**config.mk**
```make
export PLATFORM = sky130hd
export DESIGN_NAME = hvTickTimer
export DESIGN_NICKNAME = d
export VERILOG_FILES = /design/src/rtl/hvTimerPkg.sv /design/src/rtl/hvTimerCtrl.sv /design/src/rtl/hvTimerDp.sv /design/src/rtl/hvTickTimer.sv
export SDC_FILE = /design/constraint.sdc
export NUM_CORES = 1
export LEC_CHECK = 0
export ABC_AREA = 0
export CORE_ASPECT_RATIO = 1.25
export CORE_UTILIZATION = 40
export DETAILED_ROUTE_END_ITERATION = 8
export PLACE_DENSITY = 0.55
export SETUP_SLACK_MARGIN = 0.4
export SLEW_MARGIN = 15
export SYNTH_ARGS = -nofsm -noshare
export SYNTH_HDL_FRONTEND = slang
export SYNTH_SLANG_ARGS = --single-unit
```
**constraint.sdc**
```tcl
create_clock -name clk -period 5.9 [get_ports clk]
set_input_delay 1.18 -clock clk [delete_from_list [all_inputs] [get_ports clk]]
set_output_delay 1.18 -clock clk [all_outputs]
set_load 0.01 [all_outputs]
```
**src/rtl/hvTimerPkg.sv**
```systemverilog
package hvTimerPkg;
  localparam logic [2:0] SEL_GPERIOD = 3'd0;
  localparam logic [2:0] SEL_GCOUNT  = 3'd1;
  localparam logic [2:0] SEL_GSTATUS = 3'd2;
  localparam logic [2:0] SEL_HCOUNT  = 3'd3;
  localparam logic [2:0] SEL_HLIMIT  = 3'd4;

  typedef struct packed {
    logic wrGPeriod;
    logic wrGCountDirect;
    logic wrGCountRestore;
    logic clrStatus;
    logic clrHCount;
    logic wrHLimit;
    logic gTick;
    logic hTick;
    logic hypVisible;
  } strobe_t;
endpackage

```
**src/rtl/hvTimerCtrl.sv**
```systemverilog
module hvTimerCtrl
  import hvTimerPkg::*;
(
  input  logic       hypMode,
  input  logic       tickEn,
  input  logic       wrEn,
  input  logic [2:0] wrSel,
  input  logic       rdEn,
  input  logic [2:0] rdSel,
  output strobe_t    stb
);
  logic wrGCount;

  always_comb begin
    wrGCount              = wrEn && (wrSel == SEL_GCOUNT);
    stb.wrGPeriod         = wrEn && (wrSel == SEL_GPERIOD);
    stb.wrGCountDirect    = wrGCount && !hypMode;
    stb.wrGCountRestore   = wrGCount && hypMode;
    stb.clrStatus         = rdEn && (rdSel == SEL_GSTATUS);
    stb.clrHCount         = wrEn && hypMode && (wrSel == SEL_HCOUNT);
    stb.wrHLimit          = wrEn && hypMode && (wrSel == SEL_HLIMIT);
    stb.gTick             = tickEn && !hypMode;
    stb.hTick             = tickEn;
    stb.hypVisible        = hypMode;
  end
endmodule

```
**src/rtl/hvTimerDp.sv**
```systemverilog
module hvTimerDp
  import hvTimerPkg::*;
#(
  parameter int W = 16
) (
  input  logic         clk,
  input  logic         rstN,
  input  strobe_t      stb,
  input  logic [W-1:0] wrData,
  input  logic [2:0]   rdSel,
  output logic [W-1:0] rdData,
  output logic         guestIrq,
  output logic         hypIrq
);
  localparam int SW = W + 1;

  logic [W-1:0]  gPeriod, gCount, hCount, hLimit;
  logic          gStatus, hIrqQ;
  logic [SW-1:0] restoreSum, periodExt, restoreDiff;
  logic          restoreOvf, gAdvance, gWrap, gSet, hHit;
  logic [W-1:0]  hCountInc, gCountNext;

  always_comb begin
    periodExt   = {1'b0, gPeriod};
    restoreSum  = {1'b0, wrData} + {1'b0, hCount};
    restoreDiff = restoreSum - periodExt;
    restoreOvf  = (gPeriod != '0) && (restoreSum >= periodExt);
    gAdvance    = stb.gTick && (gPeriod != '0) && !stb.wrGCountDirect;
    gWrap       = gCount >= (gPeriod - W'(1));
    gSet        = (stb.wrGCountRestore && restoreOvf) || (gAdvance && gWrap);
    hCountInc   = hCount + W'(1);
    hHit        = stb.hTick && !stb.clrHCount && (hLimit != '0) && (hCountInc == hLimit);

    if (stb.wrGCountDirect)       gCountNext = wrData;
    else if (stb.wrGCountRestore) gCountNext = restoreOvf ? restoreDiff[W-1:0] : restoreSum[W-1:0];
    else if (gAdvance)            gCountNext = gWrap ? '0 : gCount + W'(1);
    else                          gCountNext = gCount;
  end

  always_ff @(posedge clk) begin
    if (!rstN) begin
      gPeriod <= '0;
      gCount  <= '0;
      gStatus <= 1'b0;
      hCount  <= '0;
      hLimit  <= '0;
      hIrqQ   <= 1'b0;
    end else begin
      if (stb.wrGPeriod) gPeriod <= wrData;
      gCount <= gCountNext;
      if (gSet)               gStatus <= 1'b1;
      else if (stb.clrStatus) gStatus <= 1'b0;
      if (stb.clrHCount)  hCount <= '0;
      else if (stb.hTick) hCount <= hCountInc;
      if (stb.wrHLimit) hLimit <= wrData;
      hIrqQ <= hHit;
    end
  end

  always_comb begin
    unique case (rdSel)
      SEL_GPERIOD: rdData = gPeriod;
      SEL_GCOUNT:  rdData = gCount;
      SEL_GSTATUS: rdData = {{(W-1){1'b0}}, gStatus};
      SEL_HCOUNT:  rdData = stb.hypVisible ? hCount : '0;
      SEL_HLIMIT:  rdData = stb.hypVisible ? hLimit : '0;
      default:     rdData = '0;
    endcase
  end

  assign guestIrq = gStatus;
  assign hypIrq   = hIrqQ;
endmodule

```
**src/rtl/hvTickTimer.sv**
```systemverilog
module hvTickTimer
  import hvTimerPkg::*;
#(
  parameter int W = 16
) (
  input  logic         clk,
  input  logic         rstN,
  input  logic         hypMode,
  input  logic         tickEn,
  input  logic         wrEn,
  input  logic [2:0]   wrSel,
  input  logic [W-1:0] wrData,
  input  logic         rdEn,
  input  logic [2:0]   rdSel,
  output logic [W-1:0] rdData,
  output logic         guestIrq,
  output logic         hypIrq
);
  strobe_t stb;

  hvTimerCtrl u_ctrl (
    .hypMode(hypMode), .tickEn(tickEn), .wrEn(wrEn), .wrSel(wrSel),
    .rdEn(rdEn), .rdSel(rdSel), .stb(stb)
  );

  hvTimerDp #(.W(W)) u_dp (
    .clk(clk), .rstN(rstN), .stb(stb), .wrData(wrData), .rdSel(rdSel),
    .rdData(rdData), .guestIrq(guestIrq), .hypIrq(hypIrq)
  );
endmodule

```
# Word level (Yosys, flattened, before mapping)
# Cells that the tools add are included.
# classes
div_mod_pow	0
order_cmp	2
n_mux	10
shift	0
add_sub_neg	5
mul	0
bitwise	1
eq_ne	8
reduce_logical	28
# op_table
operator	count
$mux W16	7
$pmux W16 S5	1
$add A16 B1 Y16 const B	2
$reduce_bool A16 Y1	2
$add A16 B16 Y17	1
$ge A17 B16 Y1	1
$logic_and A1 B1 Y1	17
$eq A16 B16 Y1	1
$ge A16 B16 Y1	1
$sub A16 B1 Y16 const B	1
$sub A16 B16 Y16	1
$eq A3 B2 Y1 const B	3
$eq A3 B1 Y1 const B	2
$eq A3 B3 Y1 const B	2
$logic_not A3 Y1	2
$logic_not A1 Y1	3
$reduce_bool A3 Y1	1
$mux W1	2
$reduce_bool A2 Y1	1
$reduce_or A2 Y1	1
$logic_or A1 B1 Y1	1
$not A1 Y1	1
# word_totals
out_inout_bits	18
mem_count	0
register_bits	66
latchBits	0
ramBits	0
rom_bits	0

# Depth between registers and ports, before layout
# logic_depth
ltp_word	8
depth_mapped	19

# By module
# Synthesis repeated with hierarchy kept, for this count alone.
# unflattened
cells_unflattened	854
area_unflattened_um2	6578.8
# modules_own_cells
module	cells_per_inst	instances	area_each_um2
hvTimerDp	842	1	6485.0
hvTimerCtrl	12	1	93.8

# Worst setup path before layout
# OpenSTA, ideal clock, no wires.
# synth_path
kind	input to register
from	input port wrData[0]
to	register u_dp.gCount[10]
setup_slack_ns	0.731
setup_time_ns	0.120
stages	18
arrival_time_ns	5.050
n_path_buf	2
t_required_ns	5.780
path_cell_list	ha_1 -> fa_1 -> a211oi_1 -> o21bai_4 -> a31o_2 -> a21oi_1 -> xnor2_1 -> ha_1 -> and4_1 -> and3_1 -> a311oi_1 -> o211ai_2 -> a311o_1 -> and2_4 -> buf_6 -> buf_6 -> a221oi_2 -> nor2_1
# synth_between
elab_chain_cells	6
# synth_lines
item	line	text
start: declaration	hvTickTimer.sv:12	input logic [W-1:0] wrData,
$add A16 B16 Y17 *	hvTimerDp.sv:25	restoreSum = {1'b0, wrData} + {1'b0, hCount};
$ge A17 B16 Y1	hvTimerDp.sv:27	restoreOvf = (gPeriod != '0) && (restoreSum >= periodExt);
$logic_and A1 B1 Y1	hvTimerDp.sv:27	
$mux W16 * (2 in a row)	hvTimerDp.sv:35	else if (stb.wrGCountRestore) gCountNext = restoreOvf ? restoreDiff[W-1:0] : restoreSum[W-1:0];
$mux W16 *	hvTimerDp.sv:34	if (stb.wrGCountDirect) gCountNext = wrData;
end signal: assignment	hvTimerDp.sv:50	gCount <= gCountNext;
end: declaration	hvTimerDp.sv:17	logic [W-1:0] gPeriod, gCount, hCount, hLimit;
# Every way passes the cells marked *; elsewhere a longest branch is shown, timed or not.
# A chain may end at the register's enable or synchronous reset.

# Worst setup path after layout
# layout_path
from	input port wrData[5]
to	register u_dp.gCount[2]
# layout_between
elab_chain_cells	6
# layout_lines
item	line
$add A16 B16 Y17	hvTimerDp.sv:25
$ge A17 B16 Y1	hvTimerDp.sv:27
$logic_and A1 B1 Y1	hvTimerDp.sv:27
$mux W16 (2 in a row)	hvTimerDp.sv:35
$mux W16	hvTimerDp.sv:34
# No other way between the ends.

==> insert_results.sql <==
INSERT INTO impl_metrics (metric_group, metric, value, unit) VALUES
('hold_path', 'hp-class', 'flop to flop', ''),
('global_route', 'grt.total_usage', '0.256', ''),
('critical_path', 'crit_path_end_kind', 'flop', ''),
('clock_network', 'clockBufferDepth', '2', ''),
('clock_network', 'tritoncts.num_buffers', '9', ''),
('placement', 'numPortBuffers', '45', ''),
('drt', 'route.detailed.drc', '0', ''),
('sta', 'max_slew.worst_pin.slew', '1070', 'ps'),
('placement', 'gp_congestion', '0.915', ''),
('critical_path', 'critical_path_buffers_and_inverters', '1', ''),
('sta', 'fin_crit', '5340', 'ps'),
('synth', 'synth_cells', '782', ''),
('global_route', 'antenna_found_initial', '0', ''),
('drt', 'drtAntennaViolNets', '0', ''),
('sta', 'skew', '5.85', 'ps'),
('clock_network', 'clock_insertion_delay_worst_skew', '330', 'ps'),
('synth', 'synth.net_count', '863', ''),
('final_layout', 'post_route_cells_drive_above_1_share', '0.0980', ''),
('final_layout', 'fin_nets', '913', ''),
('clock_network', 'tritoncts', 'yes', ''),
('synth', 'synth_cell_type_count', '62', ''),
('floorplan', 'top_level_ports', '46', ''),
('drt', 'drt-initial-drc-count', '326', ''),
('global_route', 'grt_first_pass_wirelength', '31.1', 'mm'),
('critical_path', 'crit_chain', 'clkdlybuf4s50_1, ha_1, or4_4, o21a_1, a21oi_2, nor2b_1, mux2_2, or2_2, ha_1, and4_1, and3_1, a311oi_2, o211ai_2, a311o_1, mux2_4, o31ai_2, nor3_1', ''),
('drt', 'post_drt_via_cell_ratio', '5.83', ''),
('power', 'power.total', '1410', 'µW'),
('critical_path', 'required', '6120', 'ps'),
('status', 'outcome', 'finished, final reports clean', ''),
('sta', 'slew_violations', '0', ''),
('critical_path', 'worst-path-max-fanout', '5', ''),
('sta', 'rsz_0062_raised_after_global_routing', 'false', ''),
('final_layout', 'most_frequent_standard_cell_in_the_layout_excluding_fill_and_tap_cells', 'sky130_fd_sc_hd__nand2_1', ''),
('global_route', 'gr-total-overflow', '0', ''),
('critical_path', 'cp_num_cells', '17', ''),
('global_route', 'via_count_of_the_first_global_routing_pass', '5863', ''),
('critical_path', 'crit_family', 'compound AO/OA/AOI/OAI gates', ''),
('clock_network', 'clk_pin_slew_worst_paths', '50', 'ps'),
('floorplan', 'floorplan.initialDensity', '0.409', ''),
('final_layout', 'layout_common_cells', 'sky130_fd_sc_hd__nand2_1 (122), sky130_fd_sc_hd__dfxtp_1 (66), sky130_fd_sc_hd__xnor2_1 (61)', ''),
('final_layout', 'area_growth_syn_to_layout', '19.2', '%'),
('floorplan', 'dieWidth', '113', 'µm'),
('power', 'power_density', '193', 'mW/mm²'),
('clock_network', 'htree_levels', '3', ''),
('critical_path', 'worstSetupStartpointType', 'input pin', ''),
('sta', 'setup_viol', '0', ''),
('power', 'static-leakage-power', '0.00287', 'µW'),
('synth', 'async_reset_ff_frac', '0', ''),
('sta', 'slew_headroom', '0.284', ''),
('power', 'vdd.ir_drop.worst', '0.140', 'mV'),
('critical_path', 'r2r.worst_path.cells', '17', ''),
('floorplan', 'core_region_area', '0.0150', 'mm²'),
('sta', 'layout_setup_ws', '555', 'ps'),
('critical_path', 'crit_path_largest_cell_delay', '500', 'ps'),
('drt', 'routed_wl', '19.7', 'mm'),
('critical_path', 'critPathKind', 'input pin to flop', ''),
('final_layout', 'total_of_fill_cells_in_the_finished_design', '1445', ''),
('synth', 'synth_area_per_cell', '7.81', 'µm²'),
('drt', 'routed_wire_length_per_instance', '19.3', 'µm'),
('floorplan', 'dieArea', '0.0158', 'mm²'),
('placement', 'place_hpwl', '15.5', 'mm'),
('critical_path', 'cp_data_arrival_time', '5560', 'ps'),
('drt', 'drtPass1Iterations', '5', ''),
('synth', 'synth.ff_latch_count', '66', ''),
('placement', 'place_worst_setup_slack', '40.9', 'ps'),
('global_route', 'largest_net_degree_at_the_start_of_global_routing', '51', ''),
('hold_path', 'min_path_cells', '2', ''),
('final_layout', 'antennaDiodeCount', '0', ''),
('synth', 'synth.yosys.seq_area_share', '0.216', ''),
('critical_path', 'critPathSlowestCell', 'sky130_fd_sc_hd__or4_4', ''),
('synth', 'synth_enable_flop_cells', '0', '');
routing by layer:
layer	global-route usage	up-vias	share of wire
li1	-	2923	-
met1	0.323	2815	0.44
met2	0.432	154	0.48
met3	0.0238	49	0.038
met4	0.131	0	0.044
met5	0	-	0
power by group:
part / internal [µW] / switching [µW] / total [µW]
registers: 462 / 31.1 / 493
logic: 159 / 205 / 364
clock network: 350 / 199 / 549
final timing paths:
check,start,endpoint,slack [ps]
worst min-delay path,u_dp.hLimit[2],u_dp.hLimit[2],510
worst max register to register,u_dp.hCount[0],u_dp.gCount[2],1300
worst max-delay path,wrData[5],u_dp.gCount[2],560
worst min register to register,u_dp.hLimit[2],u_dp.hLimit[2],510
worst register-to-register path, stage by stage, from the launching register on:
cell and delay [ps]:
sky130_fd_sc_hd__dfxtp_1 540, sky130_fd_sc_hd__ha_2 280, sky130_fd_sc_hd__a21oi_1 90, sky130_fd_sc_hd__o211ai_1 300, sky130_fd_sc_hd__o21a_1 220, sky130_fd_sc_hd__a21oi_2 70, sky130_fd_sc_hd__nor2b_1 140, sky130_fd_sc_hd__mux2_2 350
sky130_fd_sc_hd__or2_2 320, sky130_fd_sc_hd__ha_1 290, sky130_fd_sc_hd__and4_1 170, sky130_fd_sc_hd__and3_1 220, sky130_fd_sc_hd__a311oi_2 260, sky130_fd_sc_hd__o211ai_2 140, sky130_fd_sc_hd__a311o_1 440, sky130_fd_sc_hd__mux2_4 350
sky130_fd_sc_hd__o31ai_2 240, sky130_fd_sc_hd__nor3_1 80
per-stage QoR:
stage	instance area (µm²)	utilization	std cells
global placement	6830	0.457	997
finish	7280	0.487	1019
floorplan	6110	-	782
global route	7280	0.487	1019
detailed placement	6830	0.457	997
CTS	7140	0.477	1013
cells in the mapped netlist (21+ instances only):
| cell type | number | share of area |
|---|---|---|
| sky130_fd_sc_hd__a21boi_0 | 34 | 0.042 |
| sky130_fd_sc_hd__a21oi_1 | 27 | 0.022 |
| sky130_fd_sc_hd__clkbuf_1 | 28 | 0.017 |
| sky130_fd_sc_hd__dfxtp_1 | 66 | 0.22 |
| sky130_fd_sc_hd__ha_1 | 51 | 0.10 |
| sky130_fd_sc_hd__inv_1 | 25 | 0.015 |
| sky130_fd_sc_hd__nand2_1 | 122 | 0.075 |
| sky130_fd_sc_hd__nand3_1 | 21 | 0.017 |
| sky130_fd_sc_hd__nor2_1 | 53 | 0.033 |
| sky130_fd_sc_hd__o21ai_0 | 47 | 0.038 |
| sky130_fd_sc_hd__xnor2_1 | 63 | 0.090 |
| sky130_fd_sc_hd__xor2_1 | 33 | 0.047 |
cells by family (layout without fill, tap and decap cells):
group,Yosys count,count (layout),share of synthesized area
xor gates and xnor gates,96,96,0.138
buffers and inverters,60,114,0.0412
muxes,19,19,0.0315
and+or+nand+nor,285,286,0.218
AOI/OAI and AO/OA,203,203,0.244
adders and majority gates,53,53,0.111
DFF,66,66,0.216
sequential cells by signal (all words and copies together), names as in the netlist:
register and cells:
u_dp.guestIrq 1, u_dp.hypIrq 1, u_dp.hLimit 16, u_dp.hCount 16, u_dp.gPeriod 16, u_dp.gCount 16
final cells by class:
cell class	count	share of cell area
clock inverters	2	0.00481
inverters	25	0.0129
repair buffers	73	0.0938
well taps	182	0.0313
flip-flops and latches	66	0.181
clock buffers	14	0.0362
multi-input cells	657	0.640
what timing repair did:
item,in CTS,in global routing
endpoints found under the hold margin,0,0
pin swaps,0,9
cloned,0,1
gates resized for setup,1,21
hold buffers,0,0
endpoints found under the setup margin,2,16
buffers inserted,0,5
Power figures use the tool's default switching activity.
